File: src/rtl/sync_pulse_clock_gen.sv
module sync_pulse_clock_gen #(
  parameter int PERIOD      = 4096,
  parameter int GRACE       = 16,
  parameter int SYNC_STAGES = 2
) (
  input  logic clk,
  input  logic rst_n,
  input  logic pulse_in,
  output logic clk_out,
  output logic pulse_missing
);
  localparam int HALF  = PERIOD / 2;
  localparam int LIMIT = PERIOD + GRACE;
  localparam int PW    = $clog2(PERIOD);
  localparam int GW    = $clog2(LIMIT + 1);

  logic [SYNC_STAGES-1:0] sync_q;
  logic                   sync_d;
  logic [PW-1:0]          phase;
  logic [GW-1:0]          gap;
  logic                   locked;

  wire align = sync_q[SYNC_STAGES-1] & ~sync_d;

  always_ff @(posedge clk) begin
    if (!rst_n) begin
      sync_q <= '0;
      sync_d <= 1'b0;
    end else begin
      sync_q <= {sync_q[SYNC_STAGES-2:0], pulse_in};
      sync_d <= sync_q[SYNC_STAGES-1];
    end
  end

  always_ff @(posedge clk) begin
    if (!rst_n) begin
      phase  <= '0;
      locked <= 1'b0;
    end else if (align) begin
      phase  <= '0;
      locked <= 1'b1;
    end else if (phase == PW'(PERIOD - 1)) begin
      phase <= '0;
    end else begin
      phase <= phase + 1'b1;
    end
  end

  always_ff @(posedge clk) begin
    if (!rst_n)                gap <= '0;
    else if (align)            gap <= '0;
    else if (gap != GW'(LIMIT)) gap <= gap + 1'b1;
  end

  assign clk_out       = locked & (phase < PW'(HALF));
  assign pulse_missing = (gap == GW'(LIMIT));

  assert_rise_after_align_R2: assert property (@(posedge clk) disable iff (!rst_n)
    align |=> clk_out);
  assert_no_drop_on_pulse_R5: assert property (@(posedge clk) disable iff (!rst_n)
    $fell(clk_out) |-> !$past(align));
  assert_flag_clears_R7: assert property (@(posedge clk) disable iff (!rst_n)
    align |=> !pulse_missing);
  assert_single_align_R9: assert property (@(posedge clk) disable iff (!rst_n)
    align |=> !align);
  assert_stays_locked_R6: assert property (@(posedge clk) disable iff (!rst_n)
    locked |=> locked);
endmodule

File: config.mk
export PLATFORM = sky130hd
export DESIGN_NAME = sync_pulse_clock_gen
export DESIGN_NICKNAME = d
export VERILOG_FILES = /design/src/rtl/sync_pulse_clock_gen.sv
export SDC_FILE = /design/constraint.sdc
export NUM_CORES = 1
export LEC_CHECK = 0
export ABC_AREA = 1
export BUFFER_PORTS_ARGS = -buffer_cell sky130_fd_sc_hd__buf_2
export CAP_MARGIN = 30
export CORE_MARGIN = 8
export CORE_UTILIZATION = 54
export DETAILED_ROUTE_END_ITERATION = 16
export PLACE_DENSITY = 0.85
export SETUP_SLACK_MARGIN = 0.4
export SLEW_MARGIN = 20
export SYNTH_ARGS = -nofsm -noshare
export SYNTH_HDL_FRONTEND = slang
export SYNTH_SLANG_ARGS = --single-unit
File: constraint.sdc
create_clock -name clk -period 1.2 [get_ports clk]
set_input_delay 0.12 -clock clk [delete_from_list [all_inputs] [get_ports clk]]
set_output_delay 0.12 -clock clk [all_outputs]
set_load 0.02 [all_outputs]
==> insert_results.sql, run 1 <==
INSERT INTO impl_metrics (metric_group, metric, value, unit) VALUES
('clocking', 'cts_tree', 'built', ''),
('floorplanning', 'die_area', '4633', 'µm²'),
('drt', 'post_drt_via_cell_ratio', '5.015', ''),
('clocking', 'clkTransAtPathRegs', '0.10', 'ns'),
('final_layout', 'areaGrowthSynthToFinish', '37.86', '%'),
('global_route', 'grt_usage', '15.05', '%'),
('synth', 'yosys_warnings', '0', ''),
('timing', 'finalWorstSetupSlack', '-0.3397', 'ns'),
('timing', 'worst-slew-pin-transition', '0.2987', 'ns'),
('drt', 'drcViolationCount', '0', ''),
('worst_setup_path', 'category_of_the_most_critical_setup_path', 'reg2reg', ''),
('worst_setup_path', 'critPathCaptureType', 'flip-flop', ''),
('clocking', 'clock_root_buffer', 'sky130_fd_sc_hd__clkbuf_4', ''),
('worst_setup_path', 'rr_startpoint', 'gap[0]', ''),
('synth', 'synth_compound_area_share', '8.974', '%'),
('timing', 'fin_setup_tns', '-3.063', 'ns'),
('synth', 'synthAdderAreaFrac', '2.564', '%'),
('final_layout', 'drive_gt1_share', '42.86', '%'),
('worst_setup_path', 'worst_setup_path_start_kind', 'flip-flop', ''),
('power_and_ir_drop', 'power.ir.vdd_worst', '1.151', 'mV'),
('synth', 'synth_cell_type_count', '27', ''),
('floorplanning', 'die_h', '68.07', 'µm'),
('run_status', 'result_of_the_run', 'finished, violations left', ''),
('timing', 'timing.final.crit_share', '128.3', '%'),
('placed_design', 'io_buffers', '4', ''),
('global_route', 'grt_first_pass_wirelength', '5.319', 'mm'),
('power_and_ir_drop', 'p_clk_share', '33.1', '%'),
('synth', 'post_synth_and_or_nand_nor_area_fraction', '36.32', '%'),
('drt', 'routed_wire_length_per_instance', '12.04', 'µm'),
('drt', 'drt_first_pass_iters', '4', ''),
('worst_setup_path', 'worst_r2r_endpoint', 'gap[12]', ''),
('final_layout', 'commonest_non_fill_non_tap_cell_in_the_layout', 'sky130_fd_sc_hd__nand2_1', ''),
('timing', 'skew', '0.01465', 'ns'),
('global_route', 'global_route.usage.met2', '25.21', '%'),
('global_route', 'grt_max_degree', '11', ''),
('global_route', 'grt_busiest_layer', 'met2', ''),
('timing', 'achievable-frequency', '649.5', 'MHz'),
('clocking', 'cts_sink_cnt', '29', ''),
('worst_setup_path', 'ff2ff_path_depth', '9', ''),
('final_layout', 'final_cell_mix', '38 x sky130_fd_sc_hd__nand2_1, 21 x sky130_fd_sc_hd__inv_1, 19 x sky130_fd_sc_hd__dfxtp_1', ''),
('worst_setup_path', 'timing.critical_path.required', '1.47', 'ns'),
('synth', 'synth_top_family_by_area', 'simple AND/OR/NAND/NOR gates', ''),
('synth', 'yosys-top-cells-area', 'sky130_fd_sc_hd__dfxtp_1 40%, sky130_fd_sc_hd__nand2_1 11%, sky130_fd_sc_hd__inv_1 6.7%', ''),
('worst_setup_path', 'critical_path_arrival', '1.81', 'ns'),
('run_status', 'failing_checks', 'negative setup slack', ''),
('power_and_ir_drop', 'static-leakage-power', '0.0007829', 'µW'),
('hold_path', 'timing.hold.worst.class', 'in2reg', ''),
('timing', 'drv_slew', '0', ''),
('synth', 'synth.cell_area', '1464', 'µm²'),
('timing', 'layout_min_cycle_time', '1.540', 'ns'),
('global_route', 'globalRouteMet1Util', '15.66', '%'),
('power_and_ir_drop', 'p_int', '1399', 'µW'),
('power_and_ir_drop', 'powerDensity', '930.5', 'nW/µm²'),
('placed_design', 'place_worst_setup_slack', '-0.008382', 'ns'),
('worst_setup_path', 'rrSetupSlack', '-0.34', 'ns'),
('global_route', 'gr-total-overflow', '0', ''),
('job', 'maxCapViolations', '0', ''),
('synth', 'yosys_top_cell_area_share', '39.66', '%'),
('drt', 'via_count', '1314', ''),
('placed_design', 'dp.final_hpwl', '1.936', 'mm'),
('timing', 'timing.final.hold_violations', '0', ''),
('timing', 'slew_headroom', '80.01', '%'),
('clocking', 'clk_path_buf_depth', '2', ''),
('placed_design', 'gp_congestion', '0.8156', ''),
('global_route', 'met3_usage', '5.728', '%'),
('drt', 'detail-route-antenna-nets', '0', ''),
('final_layout', 'antenna_cells_inserted', '0', ''),
('floorplanning', 'design.core.area', '2663', 'µm²'),
('synth', 'yosys-mux-area-fraction', '0', '%'),
('timing', 'setup_viol', '14', ''),
('synth', 'syn_area_per_cell', '7.431', 'µm²');
how the worst max path moves through the flow:
stage,slack [ns],cells past startpoint,to,from
2_1_floorplan,0.05,7,phase[4],phase[0]
4_1_cts,-0.32,7,pulse_missing,gap[0]
5_1_grt,-0.44,7,pulse_missing,gap[0]
6_report,-0.34,9,gap[12],gap[0]
3_5_place_dp,-0.008,7,pulse_missing,gap[0]
3_3_place_gp,0.02,7,pulse_missing,gap[1]
layout make-up:
class | instances | area, µm²
Multi-Input combinational cell | 139 | 972.2
Fill cell | 193 | 644.4
Sequential cell | 29 | 603.1
Timing Repair Buffer | 26 | 226.5
Inverter | 29 | 118.9
Clock buffer | 8 | 58.81
Tap cell | 31 | 38.79
routing by layer:
layer | vias up | part of all wire [%]
li1 | 688 | -
met1 | 599 | 43
met2 | 19 | 51
met3 | 8 | 3.8
met4 | 0 | 2.4
met5 | - | 0
power groups by stage:
stage | Sequential [µW] | Combinational [µW] | Clock [µW]
2_1_floorplan | 1030 | 115 | 0
4_1_cts | 1000 | 214 | 645
5_1_grt | 1010 | 282 | 675
3_5_place_dp | 1030 | 158 | 0
3_3_place_gp | 1030 | 157 | 0
6_report | 1000 | 254 | 622
cell usage after synthesis:
| cell type | count |
|---|---|
| sky130_fd_sc_hd__a21boi_0 | 1 |
| sky130_fd_sc_hd__a21oi_1 | 13 |
| sky130_fd_sc_hd__a21oi_2 | 3 |
| sky130_fd_sc_hd__buf_12 | 1 |
| sky130_fd_sc_hd__clkinv_1 | 1 |
| sky130_fd_sc_hd__clkinv_2 | 1 |
| sky130_fd_sc_hd__dfxtp_1 | 29 |
| sky130_fd_sc_hd__ha_1 | 3 |
| sky130_fd_sc_hd__inv_1 | 26 |
| sky130_fd_sc_hd__inv_2 | 1 |
| sky130_fd_sc_hd__nand2_1 | 42 |
| sky130_fd_sc_hd__nand2_2 | 5 |
| sky130_fd_sc_hd__nand2_4 | 1 |
| sky130_fd_sc_hd__nand3_1 | 12 |
| sky130_fd_sc_hd__nand3_2 | 1 |
| sky130_fd_sc_hd__nand4_1 | 5 |
| sky130_fd_sc_hd__nor2_1 | 20 |
| sky130_fd_sc_hd__nor2_2 | 9 |
| sky130_fd_sc_hd__nor2_4 | 6 |
| sky130_fd_sc_hd__nor3_1 | 3 |
| sky130_fd_sc_hd__nor3_2 | 1 |
| sky130_fd_sc_hd__nor4_1 | 1 |
| sky130_fd_sc_hd__o21a_1 | 1 |
| sky130_fd_sc_hd__o21ai_0 | 2 |
| sky130_fd_sc_hd__o21ai_1 | 3 |
| sky130_fd_sc_hd__xnor2_1 | 3 |
| sky130_fd_sc_hd__xor2_1 | 3 |
state kept, by name, summed over array words and instances, names as in the netlist:
register and count:
sync_q 2, phase 12, gap 13, locked 1, sync_d 1
critical path, cell delays in order (launching register included):
cell                      delay [ns]
sky130_fd_sc_hd__dfxtp_4        0.37
sky130_fd_sc_hd__buf_4          0.11
sky130_fd_sc_hd__buf_6          0.09
sky130_fd_sc_hd__buf_6          0.09
sky130_fd_sc_hd__ha_4           0.14
sky130_fd_sc_hd__nand2_4        0.05
sky130_fd_sc_hd__nor2_4         0.23
sky130_fd_sc_hd__buf_4          0.16
sky130_fd_sc_hd__nand4_1        0.09
sky130_fd_sc_hd__a21oi_1        0.15
kinds of logic after synthesis:
group	after synthesis
fa+ha+maj	3
simple gates	106
buf+inv	30
xor+xnor	6
flops	29
compound gates	23
per-stage QoR:
stage | instance area [µm²] | total power, µW | hold WS (ns) | util, % | std cells
floorplan | 1577 | 1146 | 0.2135 | - | 197
global placement | 1675 | 1184 | 0.3057 | 62.92 | 239
detailed placement | 1675 | 1186 | 0.3136 | 62.92 | 239
CTS | 1863 | 1860 | 0.02167 | 69.97 | 254
global route | 2018 | 1963 | 0.03694 | 75.80 | 262
finish | 2018 | 1878 | 0.03939 | 75.80 | 262
what timing repair did:
| item | CTS | global route |
|---|---|---|
| setup buffers | 5 | 8 |
| pin swaps | 15 | 12 |
| hold endpoints to repair | 1 | 0 |
| resized for setup | 16 | 25 |
| gates cloned | 1 | 0 |
| hold buffers | 1 | 0 |
| setup endpoints to repair | 27 | 27 |
Power figures use the tool's default switching activity.
==> inputs of run 2 (changes only) <==
--- a/config.mk
+++ b/config.mk
@@ -12,6 +12,7 @@
 export CORE_UTILIZATION = 54
 export DETAILED_ROUTE_END_ITERATION = 16
 export PLACE_DENSITY = 0.85
+export RECOVER_POWER = 100
 export SETUP_SLACK_MARGIN = 0.4
 export SLEW_MARGIN = 20
 export SYNTH_ARGS = -nofsm -noshare
==> run 2 against run 1 <==
Net effect:
- the run still ends with negative setup slack left
- design area shrank 0.31%
- power down 0.23%
- sequential share of layout area rose by 0.093 points
- combinational power barely moved
- die area stayed put
- clock-buffer cell count did not move
- routed wire length is 0.13% lower
- fmax about the same
- register-to-register slack about the same
- sequential power about the same
- clock skew unchanged
- via count down 0.23%
- critical endpoint unchanged
==> insert_results.sql, run 2 (synthesized netlist as in run 1, its figures left out) <==
INSERT INTO impl_metrics (metric_group, metric, value, unit) VALUES
('final_layout', 'reg_top3', 'gap: 13 flops, phase: 12 flops, sync_q: 2 flops', ''),
('drt', 'via_count', '1311', ''),
('drt', 'dr.first_iter.drc_count', '46', ''),
('timing', 'achievable-frequency', '649.5', 'MHz'),
('global_route', 'initial_antenna_violation_count', '0', ''),
('run_status', 'result_of_the_run', 'finished, violations left', ''),
('drt', 'finalWirelength', '3.150', 'mm'),
('timing', 'worst-slew-pin-transition', '0.2987', 'ns'),
('final_layout', 'antenna_cells_inserted', '0', ''),
('drt', 'routed.top_layer', 'met4', ''),
('placed_design', 'place_worst_setup_slack', '-0.008382', 'ns'),
('clocking', 'worstSkewPairLatency', '0.33', 'ns'),
('global_route', 'gr-total-overflow', '0', ''),
('final_layout', 'instances_no_fill', '262', ''),
('placed_design', 'io_buffers', '4', ''),
('floorplanning', 'rows', '19', ''),
('timing', 'timing.final.crit_share', '128.3', '%'),
('worst_setup_path', 'critical_path_arrival', '1.81', 'ns'),
('placed_design', 'cell_area_placed', '1675', 'µm²'),
('clocking', 'cts_tree', 'built', ''),
('global_route', 'grt_first_pass_wirelength', '5.319', 'mm'),
('clocking', 'cts_sink_cnt', '29', ''),
('floorplanning', 'die_h', '68.07', 'µm'),
('run_status', 'failing_checks', 'negative setup slack', ''),
('final_layout', 'final_cell_mix', '38 x sky130_fd_sc_hd__nand2_1, 21 x sky130_fd_sc_hd__inv_1, 19 x sky130_fd_sc_hd__dfxtp_1', ''),
('clocking', 'ctsHtreeMaxLevel', '2', ''),
('floorplanning', 'design.core.area', '2663', 'µm²'),
('drt', 'met2WireLength', '1.605', 'mm'),
('floorplanning', 'num_io_pins', '5', ''),
('drt', 'routed_wire_length_per_instance', '12.02', 'µm'),
('drt', 'detail-route-antenna-nets', '0', ''),
('drt', 'wl_met3', '118', 'µm'),
('worst_setup_path', 'worst_setup_path_start_kind', 'flip-flop', ''),
('final_layout', 'commonest_non_fill_non_tap_cell_in_the_layout', 'sky130_fd_sc_hd__nand2_1', ''),
('floorplanning', 'die_w', '68.07', 'µm'),
('worst_setup_path', 'crit_path_max_fanout', '7', ''),
('placed_design', 'gp_congestion', '0.8156', ''),
('final_layout', 'drive_gt1_share', '42.86', '%'),
('power_and_ir_drop', 'static-leakage-power', '0.0007813', 'µW'),
('final_layout', 'layout.cell_area.non_filler', '2012', 'µm²'),
('power_and_ir_drop', 'report.power.total', '1874', 'µW'),
('clocking', 'clkTransAtPathRegs', '0.10', 'ns'),
('power_and_ir_drop', 'powerDensity', '931.3', 'nW/µm²'),
('final_layout', 'layout.nets', '236', ''),
('placed_design', 'dp.cells', '239', ''),
('timing', 'layout_min_cycle_time', '1.540', 'ns'),
('drt', 'drcViolationCount', '0', ''),
('timing', 'timing.final.hold_violations', '0', ''),
('drt', 'wl_met1', '1.350', 'mm'),
('timing', 'fin_setup_tns', '-3.065', 'ns'),
('floorplanning', 'starting_density_of_the_core', '54.98', '%'),
('timing', 'grt_setup_unrepaired', 'yes', ''),
('timing', 'slew_headroom', '80.01', '%'),
('clocking', 'clock_root_buffer', 'sky130_fd_sc_hd__clkbuf_4', ''),
('final_layout', 'largest_register_ff_count', '13', ''),
('placed_design', 'dp.final_hpwl', '1.936', 'mm'),
('clocking', 'cts_buffers', '5', ''),
('worst_setup_path', 'critPathCaptureType', 'flip-flop', ''),
('final_layout', 'areaGrowthSynthToFinish', '37.44', '%'),
('timing', 'setup_viol', '14', ''),
('drt', 'post_drt_via_cell_ratio', '5.004', ''),
('timing', 'finalWorstSetupSlack', '-0.3397', 'ns'),
('worst_setup_path', 'timing.critical_path.required', '1.47', 'ns'),
('power_and_ir_drop', 'power.ir.vdd_worst', '1.143', 'mV'),
('hold_path', 'timing.hold.worst.class', 'in2reg', ''),
('drt', 'drt_first_pass_iters', '4', ''),
('final_layout', 'top_register', 'gap', ''),
('floorplanning', 'die_area', '4633', 'µm²'),
('global_route', 'grt_max_degree', '11', ''),
('timing', 'drv_slew', '0', ''),
('timing', 'skew', '0.01465', 'ns'),
('global_route', 'grt_usage', '15.05', '%'),
('worst_setup_path', 'category_of_the_most_critical_setup_path', 'reg2reg', ''),
('global_route', 'grt_pass1_vias', '1278', ''),
('job', 'maxCapViolations', '0', ''),
('clocking', 'clk_path_buf_depth', '2', '');
## run 2: timing repair
| action | in CTS | in global routing |
|---|---|---|
| buffers inserted | 5 | 8 |
| hold buffers | 1 | 0 |
| gates cloned | 1 | 0 |
| gates resized for setup | 16 | 25 |
| endpoints found under the hold margin | 1 | 0 |
| setup endpoints to repair | 27 | 27 |
| pin swaps | 15 | 12 |
## run 2: worst paths after layout
| kind | cells after the start | endpoint | start | slack [ns] |
|---|---|---|---|---|
| setup / recovery | 9 | gap[12] | gap[0] | -0.34 |
| hold / removal | 3 | sync_q[1] | rst_n | 0.04 |
| setup reg to reg | 9 | gap[12] | gap[0] | -0.34 |
| hold reg to reg | 2 | sync_q[1] | sync_q[0] | 0.42 |
## run 2: power by group
| group | internal [µW] | switching (µW) | leakage [µW] |
|---|---|---|---|
| combinational | 124 | 127 | 0.000508 |
| clock | 289 | 331 | 0.0000326 |
| sequential | 984 | 18.8 | 0.000241 |
| total | 1400 | 477 | 0.000781 |
## run 2: layer usage
metal  track usage (%)  vias to the layer above
met5                 0                        -
met4             9.207                        0
met3             5.728                        8
met2             25.21                       19
met1             15.66                      596
li1                  -                      688
## run 2: critical path, cell delays in order (launching register included)
cell and delay (ns):
sky130_fd_sc_hd__dfxtp_4 0.37, sky130_fd_sc_hd__buf_4 0.11, sky130_fd_sc_hd__buf_6 0.09, sky130_fd_sc_hd__buf_6 0.09, sky130_fd_sc_hd__ha_4 0.14, sky130_fd_sc_hd__nand2_4 0.05
sky130_fd_sc_hd__nor2_4 0.23, sky130_fd_sc_hd__buf_4 0.16, sky130_fd_sc_hd__nand4_1 0.09, sky130_fd_sc_hd__a21oi_1 0.15
## run 2: layout make-up
class / instances / area (µm²)
inverters: 29 / 118.9
clock buffers: 8 / 58.81
well taps: 31 / 38.79
fillers: 195 / 650.6
multi-input cells: 139 / 972.2
flip-flops and latches: 29 / 603.1
repair buffers: 26 / 220.2
## run 2: per-stage QoR
step	utilization (%)	hold WS (ns)
2_1_floorplan	-	0.2135
3_3_place_gp	62.92	0.3057
3_5_place_dp	62.92	0.3136
4_1_cts	69.97	0.02167
5_1_grt	75.56	0.03694
6_report	75.56	0.04077
==> inputs of run 3 (changes only) <==
--- a/config.mk
+++ b/config.mk
@@ -9,9 +9,9 @@
 export BUFFER_PORTS_ARGS = -buffer_cell sky130_fd_sc_hd__buf_2
 export CAP_MARGIN = 30
 export CORE_MARGIN = 8
-export CORE_UTILIZATION = 54
+export CORE_UTILIZATION = 60
 export DETAILED_ROUTE_END_ITERATION = 16
-export PLACE_DENSITY = 0.85
+export PLACE_DENSITY = 0.88
 export RECOVER_POWER = 100
 export SETUP_SLACK_MARGIN = 0.4
 export SLEW_MARGIN = 20
==> constraint.sdc (replaced) <==
create_clock -name clk -period 1.62 [get_ports clk]
set_input_delay 0.162 -clock clk [delete_from_list [all_inputs] [get_ports clk]]
set_output_delay 0.162 -clock clk [all_outputs]
set_load 0.02 [all_outputs]
==> run 3 against run 2 <==
Net effect:
- the run now ends clean
- register-to-register slack better by 0.50 ns
- clock-buffer cell count down 1
- first-iteration DRC count down 8.7%
- critical endpoint is now pulse_missing
==> insert_results.sql, run 3 (synthesized netlist as in run 1, its figures left out) <==
INSERT INTO impl_metrics (metric_group, metric, value, unit) VALUES
('hold_path', 'hold_critical_path_endpoint', 'sync_q[0]', ''),
('power_and_ir_drop', 'power.ir.vdd_worst', '0.9254', 'mV'),
('worst_setup_path', 'rr_startpoint', 'gap[1]', ''),
('placed_design', 'io_buffers', '4', ''),
('worst_setup_path', 'category_of_the_most_critical_setup_path', 'reg2out', ''),
('final_layout', 'commonest_non_fill_non_tap_cell_in_the_layout', 'sky130_fd_sc_hd__nand2_1', ''),
('power_and_ir_drop', 'static-leakage-power', '0.0006630', 'µW'),
('timing', 'achievable-frequency', '631.5', 'MHz'),
('final_layout', 'areaGrowthSynthToFinish', '25.04', '%'),
('timing', 'finalWorstSetupSlack', '0.03643', 'ns'),
('power_and_ir_drop', 'p_comb_share', '12.6', '%'),
('hold_path', 'worst_hold_path.num_cells', '3', ''),
('clocking', 'worstSkewPairLatency', '0.34', 'ns'),
('drt', 'drcViolationCount', '0', ''),
('power_and_ir_drop', 'switching_share', '25.42', '%'),
('global_route', 'gr-total-overflow', '0', ''),
('clocking', 'cts_tree', 'built', ''),
('job', 'maxCapViolations', '0', ''),
('clocking', 'ctsHtreeMaxLevel', '2', ''),
('timing', 'worst-slew-pin-transition', '0.5555', 'ns'),
('worst_setup_path', 'ff2ff_path_depth', '11', ''),
('drt', 'finalWirelength', '3.221', 'mm'),
('drt', 'detail-route-antenna-nets', '0', ''),
('power_and_ir_drop', 'power.sequential.fraction', '54.8', '%'),
('final_layout', 'antenna_cells_inserted', '0', ''),
('clocking', 'clk_path_buf_depth', '2', ''),
('global_route', 'initial_antenna_violation_count', '0', ''),
('drt', 'post_drt_via_cell_ratio', '5.305', ''),
('placed_design', 'dp.final_hpwl', '1.840', 'mm'),
('drt', 'via_count', '1321', ''),
('floorplanning', 'rows', '18', ''),
('placed_design', 'gp_congestion', '0.7940', ''),
('worst_setup_path', 'critPathCaptureType', 'primary output', ''),
('power_and_ir_drop', 'powerDensity', '743.0', 'nW/µm²'),
('power_and_ir_drop', 'p_int', '1014', 'µW'),
('worst_setup_path', 'worst_setup_path_start_kind', 'flip-flop', ''),
('worst_setup_path', 'worst_r2r_endpoint', 'gap[0]', ''),
('global_route', 'grt_pass1_vias', '1194', ''),
('power_and_ir_drop', 'report.power.total', '1360', 'µW'),
('hold_path', 'timing.hold.worst.class', 'in2reg', ''),
('worst_setup_path', 'crit_path_max_fanout', '2', ''),
('run_status', 'result_of_the_run', 'complete, no violations', ''),
('final_layout', 'largest_register_ff_count', '13', ''),
('floorplanning', 'design.core.area', '2387', 'µm²'),
('timing', 'timing.final.crit_share', '97.75', '%'),
('floorplanning', 'num_io_pins', '5', ''),
('clocking', 'cts_sink_cnt', '29', ''),
('global_route', 'grt_max_degree', '11', ''),
('clocking', 'ctsHoldBuffers', '0', ''),
('power_and_ir_drop', 'p_clk_share', '32.7', '%'),
('final_layout', 'reg_top3', 'gap: 13 flops, phase: 12 flops, sync_q: 2 flops', ''),
('clocking', 'cts_buffers', '5', ''),
('worst_setup_path', 'slowest_stage', 'sky130_fd_sc_hd__dfxtp_2', ''),
('timing', 'drv_slew', '0', ''),
('timing', 'grt_setup_unrepaired', 'yes', ''),
('drt', 'dr.first_iter.drc_count', '42', ''),
('global_route', 'grt_first_pass_wirelength', '5.057', 'mm'),
('hold_path', 'holdCritStartpoint', 'pulse_in', ''),
('floorplanning', 'die_w', '65.40', 'µm'),
('worst_setup_path', 'path_common_cell', 'sky130_fd_sc_hd__inv_2', ''),
('drt', 'drt_first_pass_iters', '4', ''),
('placed_design', 'place_worst_setup_slack', '0.3049', 'ns'),
('clocking', 'clkTransAtPathRegs', '0.08', 'ns'),
('floorplanning', 'die_h', '65.40', 'µm'),
('timing', 'timing.final.hold_violations', '0', ''),
('final_layout', 'top_register', 'gap', ''),
('floorplanning', 'starting_density_of_the_core', '61.32', '%'),
('worst_setup_path', 'worstPathCellList', 'inv_2, ha_4, inv_2, nor2_2, nand2_2, nor4_4, buf_4', ''),
('final_layout', 'final_cell_mix', '37 x sky130_fd_sc_hd__nand2_1, 24 x sky130_fd_sc_hd__inv_1, 22 x sky130_fd_sc_hd__dfxtp_1', ''),
('final_layout', 'layout.filler_cells', '157', ''),
('timing', 'skew', '0.01167', 'ns'),
('worst_setup_path', 'timing.critical_path.required', '1.46', 'ns'),
('placed_design', 'cell_area_placed', '1520', 'µm²'),
('floorplanning', 'die_area', '4277', 'µm²'),
('final_layout', 'layout.nets', '225', ''),
('timing', 'slew_headroom', '62.93', '%'),
('worst_setup_path', 'max_stage_delay', '0.34', 'ns'),
('timing', 'layout_min_cycle_time', '1.584', 'ns'),
('final_layout', 'layout.cell_area.non_filler', '1831', 'µm²'),
('worst_setup_path', 'rrSetupSlack', '0.16', 'ns'),
('power_and_ir_drop', 'power.net_switching', '345.8', 'µW'),
('final_layout', 'drive_gt1_share', '34.70', '%'),
('worst_setup_path', 'critical_path_arrival', '1.42', 'ns'),
('clocking', 'clock_root_buffer', 'sky130_fd_sc_hd__clkbuf_4', ''),
('global_route', 'grt_usage', '15.68', '%'),
('drt', 'routed_wire_length_per_instance', '12.94', 'µm'),
('timing', 'hold-worst-slack', '0.01561', 'ns'),
('timing', 'setup_viol', '0', '');
## run 3: cell count changes in the layout (fill, tap and decap cells not counted), sizes merged
cell	previous run	this run
dlygate4sd3	1	0
buf	24	13
inv	27	28
clkinv	2	1
## run 3: worst max-delay path by stage
stage | slack [ns] | endpoint | cells after the start | start
3_5_place_dp | 0.30 | pulse_missing | 7 | gap[0]
4_1_cts | 0.06 | pulse_missing | 7 | gap[1]
5_1_grt | -0.03 | pulse_missing | 7 | gap[1]
3_3_place_gp | 0.33 | pulse_missing | 7 | gap[0]
2_1_floorplan | 0.41 | pulse_missing | 6 | gap[0]
6_report | 0.04 | pulse_missing | 7 | gap[1]
## run 3: final cells by class
cell class / instances / area (µm²) / area share [%]
multi-input combinational: 139 / 925.9 / 50.58
clock buffer: 7 / 55.05 / 3.008
tap: 30 / 37.54 / 2.051
timing repair buffer: 15 / 113.9 / 6.220
inverter: 29 / 108.9 / 5.947
sequential: 29 / 589.3 / 32.19
## run 3: metrics by stage
stage | util, % | std cells | TNS (ns)
after detailed placement | 63.68 | 230 | 0
final | 76.68 | 249 | 0
after global routing | 76.68 | 249 | -0.03385
after global placement | 63.68 | 230 | 0
after CTS | 72.43 | 246 | 0
after floorplan | - | 197 | 0
## run 3: worst max-delay path: cells and delay by family (launching register included)
kind / cells / cell delay (ns)
fa+ha+maj: 1 / 0.13
buf+inv: 3 / 0.28
flops: 1 / 0.34
simple gates: 3 / 0.33
## run 3: timing repair
action,CTS,global route
pin swaps,10,16
resized for setup,22,23
setup buffers,8,3
endpoints found under the setup margin,18,22
cloned,1,0
## run 3: power by group through the flow
| stage | combinational [µW] | sequential, µW | clock, µW |
|---|---|---|---|
| after floorplan | 72.7 | 756 | 0 |
| after global placement | 80.1 | 757 | 0 |
| after detailed placement | 82.1 | 758 | 0 |
| after CTS | 139 | 743 | 457 |
| after global routing | 186 | 747 | 492 |
| final | 171 | 745 | 444 |
## run 3: metal layers
layer  GRT usage [%]  wire length (µm)  vias to the layer above
met1           16.17              1318                      609
met3           4.592               174                       10
met2           25.83              1623                       34
met5               0                 0                        -
met4           13.08               105                        0
li1                -                 -                      668
